[src/rtl/mdf_pkg.sv]
package mdf_pkg;
  localparam int LEN_W = 16;
  typedef logic [LEN_W-1:0] ofs_t;

  localparam logic [7:0] MSG_ADD  = 8'h41;
  localparam logic [7:0] SIDE_BUY = 8'h42;
  localparam logic [7:0] SIDE_SEL = 8'h53;

  localparam int SYM_BYTES = 8;
  localparam ofs_t OFS_TS   = 1;
  localparam ofs_t OFS_REF  = 5;
  localparam ofs_t OFS_SIDE = 13;
  localparam ofs_t OFS_QTY  = 14;
  localparam ofs_t OFS_SYM  = 18;
  localparam ofs_t OFS_PX   = 26;
  localparam ofs_t ADD_LAST = 29;

  typedef struct packed {
    logic [31:0] ts;
    logic [63:0] oref;
    logic        buy;
    logic [31:0] qty;
    logic [31:0] price;
  } add_cmd_t;
endpackage

[src/rtl/mdf_framer.sv]
module mdf_framer
  import mdf_pkg::*;
(
  input  logic       clk,
  input  logic       rst,
  input  logic       byte_fire,
  input  logic [7:0] byte_data,
  output logic       pay_fire,
  output ofs_t       pay_ofs,
  output logic       pay_last
);
  typedef enum logic [1:0] {HDR_HI, HDR_LO, PAY} fr_state_t;

  fr_state_t  state_q;
  logic [7:0] len_hi_q;
  ofs_t       len_q;
  ofs_t       ofs_q;
  ofs_t       len_now;

  assign len_now  = {len_hi_q, byte_data};
  assign pay_fire = byte_fire && (state_q == PAY);
  assign pay_ofs  = ofs_q;
  assign pay_last = (ofs_q == len_q - ofs_t'(1));

  always_ff @(posedge clk) begin
    if (rst) begin
      state_q  <= HDR_HI;
      len_hi_q <= '0;
      len_q    <= '0;
      ofs_q    <= '0;
    end else if (byte_fire) begin
      case (state_q)
        HDR_HI: begin
          len_hi_q <= byte_data;
          state_q  <= HDR_LO;
        end
        HDR_LO: begin
          len_q   <= len_now;
          ofs_q   <= '0;
          state_q <= (len_now == '0) ? HDR_HI : PAY;
        end
        default: begin
          ofs_q <= ofs_q + ofs_t'(1);
          if (pay_last) state_q <= HDR_HI;
        end
      endcase
    end
  end

  assert_ofs_in_range_R2: assert property (@(posedge clk) disable iff (rst)
    (state_q == PAY) |-> (ofs_q < len_q));
endmodule

[src/rtl/mdf_capture.sv]
module mdf_capture
  import mdf_pkg::*;
(
  input  logic        clk,
  input  logic        rst,
  input  logic        pay_fire,
  input  ofs_t        pay_ofs,
  input  logic        pay_last,
  input  logic [7:0]  data,
  input  logic [63:0] sym_cfg,
  output logic        msg_keep,
  output add_cmd_t    cmd_next
);
  logic [7:0] sym_b [SYM_BYTES];
  genvar g;
  generate
    for (g = 0; g < SYM_BYTES; g++) begin : g_sym
      assign sym_b[g] = sym_cfg[63-8*g -: 8];
    end
  endgenerate

  logic     is_add_q, side_ok_q, sym_ok_q;
  logic     is_add_n, side_ok_n, sym_ok_n;
  add_cmd_t f_q, f_n;
  logic [2:0] sym_idx;

  assign sym_idx = pay_ofs[2:0] - 3'd2;

  always_comb begin
    is_add_n  = is_add_q;
    side_ok_n = side_ok_q;
    sym_ok_n  = sym_ok_q;
    f_n       = f_q;
    if (pay_fire) begin
      if (pay_ofs == '0) begin
        is_add_n = (data == MSG_ADD);
        sym_ok_n = 1'b1;
      end else if (pay_ofs < OFS_REF) begin
        f_n.ts = {f_q.ts[23:0], data};
      end else if (pay_ofs < OFS_SIDE) begin
        f_n.oref = {f_q.oref[55:0], data};
      end else if (pay_ofs == OFS_SIDE) begin
        f_n.buy   = (data == SIDE_BUY);
        side_ok_n = (data == SIDE_BUY) || (data == SIDE_SEL);
      end else if (pay_ofs < OFS_SYM) begin
        f_n.qty = {f_q.qty[23:0], data};
      end else if (pay_ofs < OFS_PX) begin
        sym_ok_n = sym_ok_q && (data == sym_b[sym_idx]);
      end else if (pay_ofs <= ADD_LAST) begin
        f_n.price = {f_q.price[23:0], data};
      end
    end
  end

  assign msg_keep = pay_fire && pay_last && is_add_n && side_ok_n && sym_ok_n
                    && (pay_ofs >= ADD_LAST);
  assign cmd_next = f_n;

  always_ff @(posedge clk) begin
    if (rst) begin
      is_add_q  <= 1'b0;
      side_ok_q <= 1'b0;
      sym_ok_q  <= 1'b0;
    end else begin
      is_add_q  <= is_add_n;
      side_ok_q <= side_ok_n;
      sym_ok_q  <= sym_ok_n;
    end
    f_q <= f_n;
  end

  assert_keep_needs_type_R3: assert property (@(posedge clk) disable iff (rst)
    (msg_keep && pay_ofs != '0) |-> is_add_q);
endmodule

[src/rtl/mdf_cmd_out.sv]
module mdf_cmd_out
  import mdf_pkg::*;
(
  input  logic     clk,
  input  logic     rst,
  input  logic     load,
  input  add_cmd_t cmd_in,
  input  logic     out_ready,
  output logic     out_valid,
  output add_cmd_t cmd_out
);
  always_ff @(posedge clk) begin
    if (rst) begin
      out_valid <= 1'b0;
    end else if (load) begin
      out_valid <= 1'b1;
    end else if (out_valid && out_ready) begin
      out_valid <= 1'b0;
    end
    if (load) cmd_out <= cmd_in;
  end

  assert_hold_R9: assert property (@(posedge clk) disable iff (rst)
    (out_valid && !out_ready) |=> (out_valid && $stable(cmd_out)));

  assert_no_overwrite_R10: assert property (@(posedge clk) disable iff (rst)
    load |-> !out_valid);
endmodule

[src/rtl/mdfeed_add_filter.sv]
module mdfeed_add_filter
  import mdf_pkg::*;
(
  input  logic        clk,
  input  logic        rst,
  input  logic [63:0] sym_cfg,
  input  logic        in_valid,
  input  logic [7:0]  in_data,
  output logic        in_ready,
  output logic        cmd_valid,
  input  logic        cmd_ready,
  output logic [31:0] cmd_ts,
  output logic [63:0] cmd_ref,
  output logic        cmd_buy,
  output logic [31:0] cmd_qty,
  output logic [31:0] cmd_price
);
  logic     byte_fire, pay_fire, pay_last, keep;
  ofs_t     pay_ofs;
  add_cmd_t nxt, held;

  assign in_ready  = !cmd_valid;
  assign byte_fire = in_valid && in_ready;

  mdf_framer i_framer (
    .clk(clk), .rst(rst), .byte_fire(byte_fire), .byte_data(in_data),
    .pay_fire(pay_fire), .pay_ofs(pay_ofs), .pay_last(pay_last)
  );

  mdf_capture i_capture (
    .clk(clk), .rst(rst), .pay_fire(pay_fire), .pay_ofs(pay_ofs),
    .pay_last(pay_last), .data(in_data), .sym_cfg(sym_cfg),
    .msg_keep(keep), .cmd_next(nxt)
  );

  mdf_cmd_out i_out (
    .clk(clk), .rst(rst), .load(keep), .cmd_in(nxt),
    .out_ready(cmd_ready), .out_valid(cmd_valid), .cmd_out(held)
  );

  assign cmd_ts    = held.ts;
  assign cmd_ref   = held.oref;
  assign cmd_buy   = held.buy;
  assign cmd_qty   = held.qty;
  assign cmd_price = held.price;

  assert_cmd_after_byte_R8: assert property (@(posedge clk) disable iff (rst)
    $rose(cmd_valid) |-> $past(in_valid && in_ready));

  assert_single_handshake_R10: assert property (@(posedge clk) disable iff (rst)
    (cmd_valid && cmd_ready) |=> !cmd_valid);
endmodule

[config.mk]
export PLATFORM = sky130hd
export DESIGN_NAME = mdfeed_add_filter
export DESIGN_NICKNAME = d
export VERILOG_FILES = /design/src/rtl/mdf_pkg.sv /design/src/rtl/mdf_framer.sv /design/src/rtl/mdf_capture.sv /design/src/rtl/mdf_cmd_out.sv /design/src/rtl/mdfeed_add_filter.sv
export SDC_FILE = /design/constraint.sdc
export NUM_CORES = 1
export LEC_CHECK = 0
export BUFFER_PORTS_ARGS = -buffer_cell sky130_fd_sc_hd__clkbuf_2
export CAP_MARGIN = 40
export CORE_MARGIN = 2
export CORE_UTILIZATION = 49
export DETAILED_ROUTE_END_ITERATION = 8
export PLACE_DENSITY = 0.71
export SLEW_MARGIN = 15
export SYNTH_ARGS = -nofsm -noshare
export SYNTH_HDL_FRONTEND = slang
export SYNTH_HIERARCHICAL = 1
export SYNTH_SLANG_ARGS = --single-unit
[constraint.sdc]
create_clock -name clk -period 38.6 [get_ports clk]
set_input_delay 5.79 -clock clk [delete_from_list [all_inputs] [get_ports clk]]
set_output_delay 5.79 -clock clk [all_outputs]
set_load 0.05 [all_outputs]
## Word level (Yosys, flattened, before mapping)

Cells that the tools add are included.

- Bits in registers: 368
- Bits of input ports: 76
- Output and inout bits: 163
- Word-level logic and storage cells: 93

- Add/subtract/negate cells: 3
- $lt $le $gt $ge: 7
- Eq/ne operators: 8
- Mux-type cells: 35
- Bitwise gates (word level): 2
- Reductions and logical operators: 20

Operators with widths:

| cell | number |
|---|---|
| 161-bit two-way mux | 2 |
| 32-bit two-way mux | 5 |
| 129-bit two-way mux | 1 |
| 64-bit two-way mux | 2 |
| 65-bit two-way mux | 1 |
| 16-bit zero test | 2 |
| 16-bit by 5-bit < comparator with 1-bit output (second input constant) | 2 |
| 16-bit one-hot mux with 2 select lines | 1 |
| 8-bit binary-select mux with 3-bit select | 1 |
| 8-bit by 7-bit equality test with 1-bit output (second input constant) | 3 |
| 1-bit two-way mux | 17 |
| 16-bit by 1-bit adder with 16-bit output (second input constant) | 1 |
| 16-bit equality test | 1 |
| 16-bit by 4-bit equality test with 1-bit output (second input constant) | 1 |
| 16-bit by 5-bit >= comparator with 1-bit output (second input constant) | 1 |
| 16-bit by 5-bit less-or-equal comparator with 1-bit output (second input constant) | 1 |
| 16-bit by 3-bit < comparator with 1-bit output (second input constant) | 1 |
| 16-bit by 4-bit < comparator with 1-bit output (second input constant) | 1 |
| 8-bit two-way mux | 2 |
| 16-bit by 1-bit subtractor with 16-bit output (second input constant) | 1 |
| 1-bit logical AND | 9 |
| 8-bit equality test | 1 |
| 2-bit AND reduction | 4 |
| 4-bit >= comparator (second input constant) | 1 |
| 12 further kinds | 13 |

## Depth between registers and ports, before layout

Gate-level depths: netlist (run 1).

- Depth in word-level cells: 17
- Gate-level depth with buffers: 11
- Gate-level depth less buffers: 11

## Modules after synthesis

The synthesis (run 1) kept the hierarchy.

By module, submodules not included:

| module | instances | cells each | area each (µm²) | sequential area each (µm²) |
|---|---|---|---|---|
| mdf_capture | 1 | 449 | 6,170.9 | 3,283.1 |
| mdf_cmd_out | 1 | 165 | 4,873.4 | 4,854.7 |
| mdf_framer | 1 | 277 | 2,248.4 | 840.8 |
| mdfeed_add_filter | 1 | 2 | 10.0 | 0.0 |

## Worst setup path before layout (run 1)

OpenSTA, ideal clock, no wires.

- Kind: input to register
- Start: input in_valid
- End: register i_out.out_valid
- Setup time: 98 ps
- Arrival: 19,673 ps
- Data required time: 38,502 ps
- Path slack: 18,829 ps
- Stages on the path: 10
- Path buffers: 0
- Path through: nor2b_1 -> nand2_1 -> nor2_1 -> nand4_1 -> nand2b_4 -> nor2_1 -> mux2i_1 -> a211oi_1 -> inv_1 -> a21oi_2

- Word-level cells in the longest chain between the ends: 8
- Elaborated cells between the ends (all ways): 12
- Classes of those cells: mux: 4; reduce/logical: 8

RTL lines:

| element | line | text |
|---|---|---|
| start, declared | mdfeed_add_filter.sv:7 | `input logic in_valid,` |
| 1-bit logical AND * | mdfeed_add_filter.sv:23 | `assign byte_fire = in_valid && in_ready;` |
| 1-bit logical AND * | mdf_framer.sv:21 | `assign pay_fire = byte_fire && (state_q == PAY);` |
| via pay_fire | mdfeed_add_filter.sv:18 | `logic byte_fire, pay_fire, pay_last, keep;` |
| 1-bit two-way mux / 1-bit logical AND (equally long branches) | mdf_capture.sv:34, mdf_capture.sv:55 |  |
| 1-bit logical AND (2 in series) | mdf_capture.sv:55 | `assign msg_keep = pay_fire && pay_last && is_add_n && side_ok_n && sym_ok_n` |
| 1-bit logical AND * | mdf_capture.sv:55 |  |
| 1-bit logical AND * | mdf_capture.sv:56 | `&& (pay_ofs >= ADD_LAST);` |
| via keep | mdfeed_add_filter.sv:18 |  |
| 1-bit two-way mux / 2-bit nonzero test (equally long branches) | - |  |
| end signal, assigned | mdf_cmd_out.sv:14 | `out_valid <= 1'b0;` |
| end signal, assigned | mdf_cmd_out.sv:16 | `out_valid <= 1'b1;` |
| end signal, assigned | mdf_cmd_out.sv:18 | `out_valid <= 1'b0;` |
| end, declared | mdf_cmd_out.sv:9 | `output logic out_valid,` |

The timed path passes the listed nets; every way through them passes the cells marked *.
A chain may end at the register's enable or synchronous reset.

## Final worst setup path (run 1)

- Start: input in_valid
- End: register i_out/cmd_out[114] (netlist bit), enable pin

- Word-level cells in the longest chain between the ends: 7
- Elaborated cells between the ends (all ways): 10
- Classes of those cells: mux: 3; reduce/logical: 7

RTL lines:

| element | line | text |
|---|---|---|
| 1-bit logical AND * | mdfeed_add_filter.sv:23 |  |
| via byte_fire | mdfeed_add_filter.sv:18 |  |
| 1-bit logical AND * | mdf_framer.sv:21 |  |
| via pay_fire | mdfeed_add_filter.sv:18 |  |
| 1-bit two-way mux / 1-bit logical AND (equally long branches) | mdf_capture.sv:34, mdf_capture.sv:55 |  |
| 1-bit logical AND (2 in series) | mdf_capture.sv:55 |  |
| 1-bit logical AND * | mdf_capture.sv:55 |  |
| 1-bit logical AND * | mdf_capture.sv:56 |  |
| via keep | mdfeed_add_filter.sv:18 |  |
| end signal, assigned | mdf_cmd_out.sv:20 | `if (load) cmd_out <= cmd_in;` |
| end, declared | mdf_cmd_out.sv:10 | `output add_cmd_t cmd_out` |

Marked as above.

==> results of run 1 <==
-- power groups by stage --
stage          sequential (uW)  clock (uW)  combinational, uW
4_1_cts                    411         349               27.9
3_3_place_gp               419           0               27.2
2_1_floorplan              417           0               20.4
6_report                   410         341               28.8
3_5_place_dp               420           0               27.8
5_1_grt                    411         364               31.6
-- worst reg2reg max path: stages, from the launching register on --
cell and delay, ns:
dfxtp_1 0.35, inv_1 0.08, ha_1 0.23, or4b_4 0.53, nor4_1 0.35, xnor2_1 0.15, o21ai_0 0.19, nor4_1 0.31
nand3_1 0.22, a211oi_4 0.52, buf_12 0.62
-- sequential cells by signal, summed over array words and instances (netlist names) --
register and flops:
i_out/cmd_out 161, i_capture/is_add_q 1, i_framer/state_q 2, i_framer/len_hi_q 8
i_out/out_valid 1, i_capture/sym_ok_q 1, i_capture/side_ok_q 1, i_capture/f_q 161
i_framer/len_q 16, i_framer/pay_ofs 16
-- placed cells by master, fill, tap and decap left out, drive strengths merged, types with 3 or more instances in the layout --
| cell | instances |
|---|---|
| a21oi | 25 |
| a221oi | 3 |
| buf | 9 |
| clkbuf | 285 |
| clkinv | 13 |
| dfxtp | 207 |
| edfxtp | 161 |
| inv | 11 |
| mux2 | 168 |
| mux2i | 22 |
| mux4 | 8 |
| nand2 | 45 |
| nand2b | 5 |
| nand3 | 12 |
| nand4 | 11 |
| nand4b | 3 |
| nor2 | 48 |
| nor3 | 13 |
| nor4 | 14 |
| o21ai | 10 |
| o22ai | 4 |
| or3 | 4 |
| or4 | 4 |
| xnor2 | 15 |
| xor2 | 26 |
-- logic make-up (layout without fill, tap and decap cells) --
group / after synthesis / after routing / share of synthesized area
adder cells (fa/ha/maj): 2 / 2 / 0.00188
AO/OA/AOI/OAI: 62 / 62 / 0.0297
AND/OR/NAND/NOR: 175 / 175 / 0.0687
buffers and inverters: 47 / 321 / 0.0244
multiplexers: 198 / 198 / 0.173
XOR/XNOR: 41 / 41 / 0.0270
flip-flops: 368 / 368 / 0.675
-- routing by layer --
metal	routed length [microns]	vias up	global-route usage
li1	-	3783	-
met5	0	-	0
met4	412	0	0.0480
met1	11900	3876	0.246
met3	2170	40	0.0601
met2	12900	256	0.307
-- final timing paths --
| path | startpoint | end | slack, ns | depth (start not counted) |
|---|---|---|---|---|
| max | in_valid | i_out/cmd_out[114]$_DFFE_PP_ | 30.00 | 10 |
| min | i_capture/f_q[154]$_DFF_P_ | i_capture/f_q[154]$_DFF_P_ | 0.47 | 1 |
| max reg2reg | i_framer/len_q[0]$_SDFFE_PP0P_ | i_out/cmd_out[114]$_DFFE_PP_ | 34.48 | 10 |
| min reg2reg | i_capture/f_q[154]$_DFF_P_ | i_capture/f_q[154]$_DFF_P_ | 0.47 | 1 |
-- cell type report --
type / instances / area, sq um
Fill cell: 2118 / 10900
Inverter: 9 / 33.8
Clock inverter: 18 / 165
Multi-Input combinational cell: 478 / 4020
Timing Repair Buffer: 247 / 1320
Sequential cell: 368 / 8980
Tap cell: 341 / 427
Clock buffer: 47 / 995
-- metrics by stage --
stage	area (sq um)	std cells
final	15900	1508
after global routing	15900	1508
after CTS	15900	1507
after detailed placement	14800	1442
after global placement	14700	1440
after floorplan	13300	893
==> flow_summary.toml, run 1 <==
[outcome]
status = "finished, final reports clean"

[final_layout]
drive_above_1_share = 0.414
areaGrowthSynthToFinish_pct = 19.9
final_nets = 1219
diodes = 0
final_util = 0.595

[critical_path]
crit_chain = "clkbuf_2, nor2b_1, nand2_1, nor2_1, nand4_1, nand2b_4, nor2_1, mux2i_1, a211oi_4, buf_12"
path_delay_family = "simple AND/OR/NAND/NOR gates"
crit_fanout = 154
cp_common_cell = "nor2_1"
critPathRequiredTime_ns = 38.72
worst-path-buf-inv = 2
critPathArrivalTime_ns = 8.72
endpoint_kind = "register"
critPathKind = "input pin to register"
critPathSlowestCell = "buf_12"
crit_path_start_kind = "input pin"
max_stage_delay_ns = 0.62

[pwr]
ir_worst_vdd_uv = 34.9
seqPwrFrac = 0.526
p_int_uw = 618
pwr-share-clk = 0.437
switching_share = 0.208
power_density_nw_per_um2 = 48.9
total_power_uw = 780
power_switching_uw = 162
p_leak_uw = 0.00615
combPwrFrac = 0.037

[cts]
ctsHtreeMaxLevel = 2
cts_buffer_depth = 3
clk_pin_slew_worst_paths_ns = 0.06
clock-root-buffer = "clkbuf_16"
postCtsSetupRepairBufs = 0
numCtsBuffers = 37
cts_sinks = 368
holdBufCountCts = 0
clk_latency_ns = 0.52
cts_tree = "yes"
cts_resized = 0

[synth]
synth_cell_types = 66
synth_area_per_cell_sq_um = 14.9
synth_top_area_cell = "edfxtp_1"
synth-edff-count = 161
synth_common_cells = "207 x dfxtp_1, 161 x edfxtp_1, 158 x mux2_2"
ys_ff_latch = 368
syn_inst = 893
yosysMostFrequentCell = "dfxtp_1"
synth_warnings = 6
yosys_most_used_dff = "dfxtp_1"
ys_seq_area_frac = 0.675
yosysTopAreaCellShare = 0.363
synth_async_sr_flop_share = 0
syn_nets = 971
synthTopCellsByArea = "edfxtp_1 36%, dfxtp_1 31%, mux2_2 13%, xor2_1 1.7%, mux2i_1 1.7%"
syn_area_sq_um = 13300

[floorplan]
die_area_sq_um = 28500
die_h_microns = 169
core_sq_um = 26800
std_cell_rows = 60
die_w_microns = 169
ios = 239
start_util = 0.496

[timing]
setup_viol = 0
clock_skew_ns = 0.0232
rsz0062_at_grt = "false"
fmax_mhz = 116
finalSetupTns_ns = 0
period_needed_ns = 8.60
hold_violations = 0
finalCritPeriodShare = 0.223
tightestPinTransition_ns = 0.884
worst_slack_ns = 30.00
slew_violations = 0
slew_headroom = 0.411
hold_ws_ns = 0.467

[global_routing]
grt_pass1_wl_mm = 42.3
grt_max_degree = 155
grt_pass1_vias = 7893
antenna_found_initial = 0
track_usage = 0.188
grt_overflow = 0

[detailed_routing]
final_antenna_net_count = 0
num_vias = 7955
wl_per_cell_microns = 18.1
post-route-drc-count = 0
dr.pass1.iters = 4
vias_per_cell = 5.28
drt_first_iter_violations = 477
wirelength_mm = 27.4

[place]
place_ws_ns = 29.51
place_congestion = 0.814
portBuffers = 238
hpwl_mm = 18.4

[hold_path]
hp-class = "register to register"

[flow_run]
cap_violations = 0
No activity file was read; power rests on OpenSTA's default activity.
==> run 2: changes to the inputs <==
ABC_AREA = 1   (was unset)
clock period = 8.6 ns   (was 38.6 ns; I/O delays follow)
==> run 2 against run 1 <==
Effect of this change:
- worst hold slack worse by 0.0098 ns
- sequential power grew to 4.5 times the previous value
- worst setup slack worse by 25 ns
- synthesized cell count is 53% higher
- synthesized area is 4.0% higher
- cell count is 33% higher
- clock skew is 0.011 ns lower
- critical endpoint is now i_out/cmd_out[9]$_DFFE_PP_
- count of clock-buffer cells in the layout is 10 higher
==> flow_summary.toml, run 2 <==
[timing]
period_needed_ns = 3.48
finalSetupTns_ns = 0
slew_headroom = 0.511
setup_viol = 0
finalCritPeriodShare = 0.404
rsz0062_at_grt = "false"
hold_violations = 0
tightestPinTransition_ns = 0.734
fmax_mhz = 288
slew_violations = 0
clock_skew_ns = 0.0119

[critical_path]
rr_endpoint = "i_out/cmd_out[9]$_DFFE_PP_"
ff2ff_setup_slack_ns = 5.23
crit_fanout = 64
reg2reg_from = "i_framer/pay_ofs[0]$_SDFFE_PP0P_"
critPathRequiredTime_ns = 8.77
cp-endpoint = "i_out/cmd_out[9]$_DFFE_PP_"
critPathArrivalTime_ns = 3.65
crit_path_start_kind = "input pin"
critPathKind = "input pin to register"
critical_path.startpoint = "in_valid"
reg2regPathDepth = 17
endpoint_kind = "register"

[detailed_routing]
num_vias = 9733
wl_per_cell_microns = 14.7
top_layer_used = "met4"
wl_met2_mm = 13.9
dr.pass1.iters = 5
post-route-drc-count = 0
wirelength_mm = 29.6
drt_first_iter_violations = 660
wl_met3_mm = 2.09
vias_per_cell = 4.84
drt-met1-wl_mm = 13.0
final_antenna_net_count = 0

[synth]
synth_warnings = 6
synth-edff-count = 161
synth_top_area_cell = "edfxtp_1"
synth_async_sr_flop_share = 0
ys_ff_latch = 368
yosys_most_used_dff = "dfxtp_1"
syn_inst = 1367
yosysTopAreaCellShare = 0.349
synth_area_per_cell_sq_um = 10.1
synth_cell_types = 46
synth_common_cells = "317 x nand2_1, 207 x dfxtp_1, 161 x edfxtp_1"
ys_seq_area_frac = 0.649
syn_nets = 1445
synthTopCellsByArea = "edfxtp_1 35%, dfxtp_1 30%, nand2_1 8.6%, inv_1 4.2%, nor2_1 3.2%"
syn_area_sq_um = 13800
yosysMostFrequentCell = "nand2_1"

[pwr]
combPwrFrac = 0.047
ir_worst_vdd_uv = 148
total_power_uw = 3520
power_switching_uw = 742
seqPwrFrac = 0.528
switching_share = 0.211
p_leak_uw = 0.00730
p_int_uw = 2770
power_density_nw_per_um2 = 214
pwr-share-clk = 0.425

[cts]
clock-root-buffer = "clkbuf_16"
cts_sinks = 368
numCtsBuffers = 38
holdBufCountCts = 0
clk_latency_ns = 0.51
postCtsSetupRepairBufs = 0
ctsHtreeMaxLevel = 2
cts_resized = 0
cts_tree = "yes"
cts_buffer_depth = 3
clk_pin_slew_worst_paths_ns = 0.06

[floorplan]
std_cell_rows = 61
core_sq_um = 27800
die_area_sq_um = 29600
ios = 239
start_util = 0.498
die_h_microns = 172
die_w_microns = 172

[place]
portBuffers = 238
place_congestion = 0.861
placed_cells = 1944
hpwl_mm = 21.1

[final_layout]
layout_commonest_cell = "nand2_1"
top_regs = "i_capture/f_q: 161 flops, i_out/cmd_out: 161 flops"
mostFrequentLayoutCells = "317 x nand2_1, 238 x clkbuf_2, 207 x dfxtp_1, 161 x edfxtp_1, 155 x inv_1"
final_util = 0.592
drive_above_1_share = 0.225
nFillCells = 2410
final_nets = 1684
diodes = 0
areaGrowthSynthToFinish_pct = 18.9
stdcell_count = 2012
seq_area_sq_um = 8980
multi_input_area_sq_um = 3950

[global_routing]
antenna_found_initial = 0
track_usage = 0.196
grt_pass1_vias = 9177
grt_overflow = 0
grt_pass1_wl_mm = 45.6
grt_max_degree = 66

[outcome]
status = "finished, final reports clean"

[flow_run]
cap_violations = 0

[hold_path]
hp-class = "register to register"
## run 2: worst min-delay path by stage
stage / startpoint / end / slack [ns] / cells after the start
2_1_floorplan: i_capture/f_q[153]$_DFF_P_ / i_capture/f_q[153]$_DFF_P_ / 0.43 / 2
4_1_cts: i_framer/len_q[15]$_SDFFE_PP0P_ / i_framer/len_q[15]$_SDFFE_PP0P_ / 0.46 / 2
3_3_place_gp: i_framer/len_q[15]$_SDFFE_PP0P_ / i_framer/len_q[15]$_SDFFE_PP0P_ / 0.45 / 2
5_1_grt: i_capture/f_q[100]$_DFF_P_ / i_capture/f_q[108]$_DFF_P_ / 0.48 / 2
3_5_place_dp: i_capture/f_q[113]$_DFF_P_ / i_capture/f_q[121]$_DFF_P_ / 0.45 / 2
6_report: i_framer/len_q[15]$_SDFFE_PP0P_ / i_framer/len_q[15]$_SDFFE_PP0P_ / 0.46 / 2
## run 2: metrics by stage
| step | hold WS, ns | setup WS, ns | area, sq um |
|---|---|---|---|
| after floorplan | 0.435 | 1.39 | 13800 |
| after global placement | 0.447 | 4.44 | 15200 |
| after detailed placement | 0.454 | 4.62 | 15300 |
| after CTS | 0.464 | 5.16 | 16500 |
| after global routing | 0.477 | 4.88 | 16500 |
| final | 0.458 | 5.12 | 16500 |
## run 2: cells by family after synthesis
| kind of cell | count (synthesis) | synth area share |
|---|---|---|
| simple gates | 534 | 0.163 |
| flops | 368 | 0.649 |
| fa+ha+maj | 2 | 0.00181 |
| mux | 32 | 0.0282 |
| buf+inv | 209 | 0.0672 |
| compound gates | 207 | 0.0799 |
| xor+xnor | 15 | 0.0106 |
## run 2: metal layers
layer / vias up / track usage
met1: 4470 / 0.251
li1: 4961 / -
met3: 51 / 0.0472
met2: 251 / 0.331
met4: 0 / 0.0585
met5: - / 0
## run 2: worst max-delay path, cell delays in order
cell and delay [ns]:
clkbuf_2 0.08, inv_1 0.04, nor2_2 0.27, nand2_1 0.14, nor2_1 0.26, nand4_1 0.29, inv_1 0.11, a21boi_0 0.10
nor2_1 0.11, nand2_1 0.09, a21oi_4 0.16, buf_4 0.34, buf_16 0.34
## run 2: cell type report
type / instances / share of cell area
flip-flops and latches: 368 / 0.546
multi-input cells: 790 / 0.240
repair buffers: 248 / 0.0801
clock buffers: 57 / 0.0634
inverters: 160 / 0.0365
well taps: 378 / 0.0287
clock inverters: 11 / 0.00570
## run 2: power groups by stage
stage / logic [uW] / clock network [uW] / registers, uW
2_1_floorplan: 114 / 0 / 1890
3_3_place_gp: 160 / 0 / 1890
6_report: 165 / 1490 / 1860
5_1_grt: 190 / 1600 / 1860
4_1_cts: 165 / 1530 / 1860
3_5_place_dp: 164 / 0 / 1890
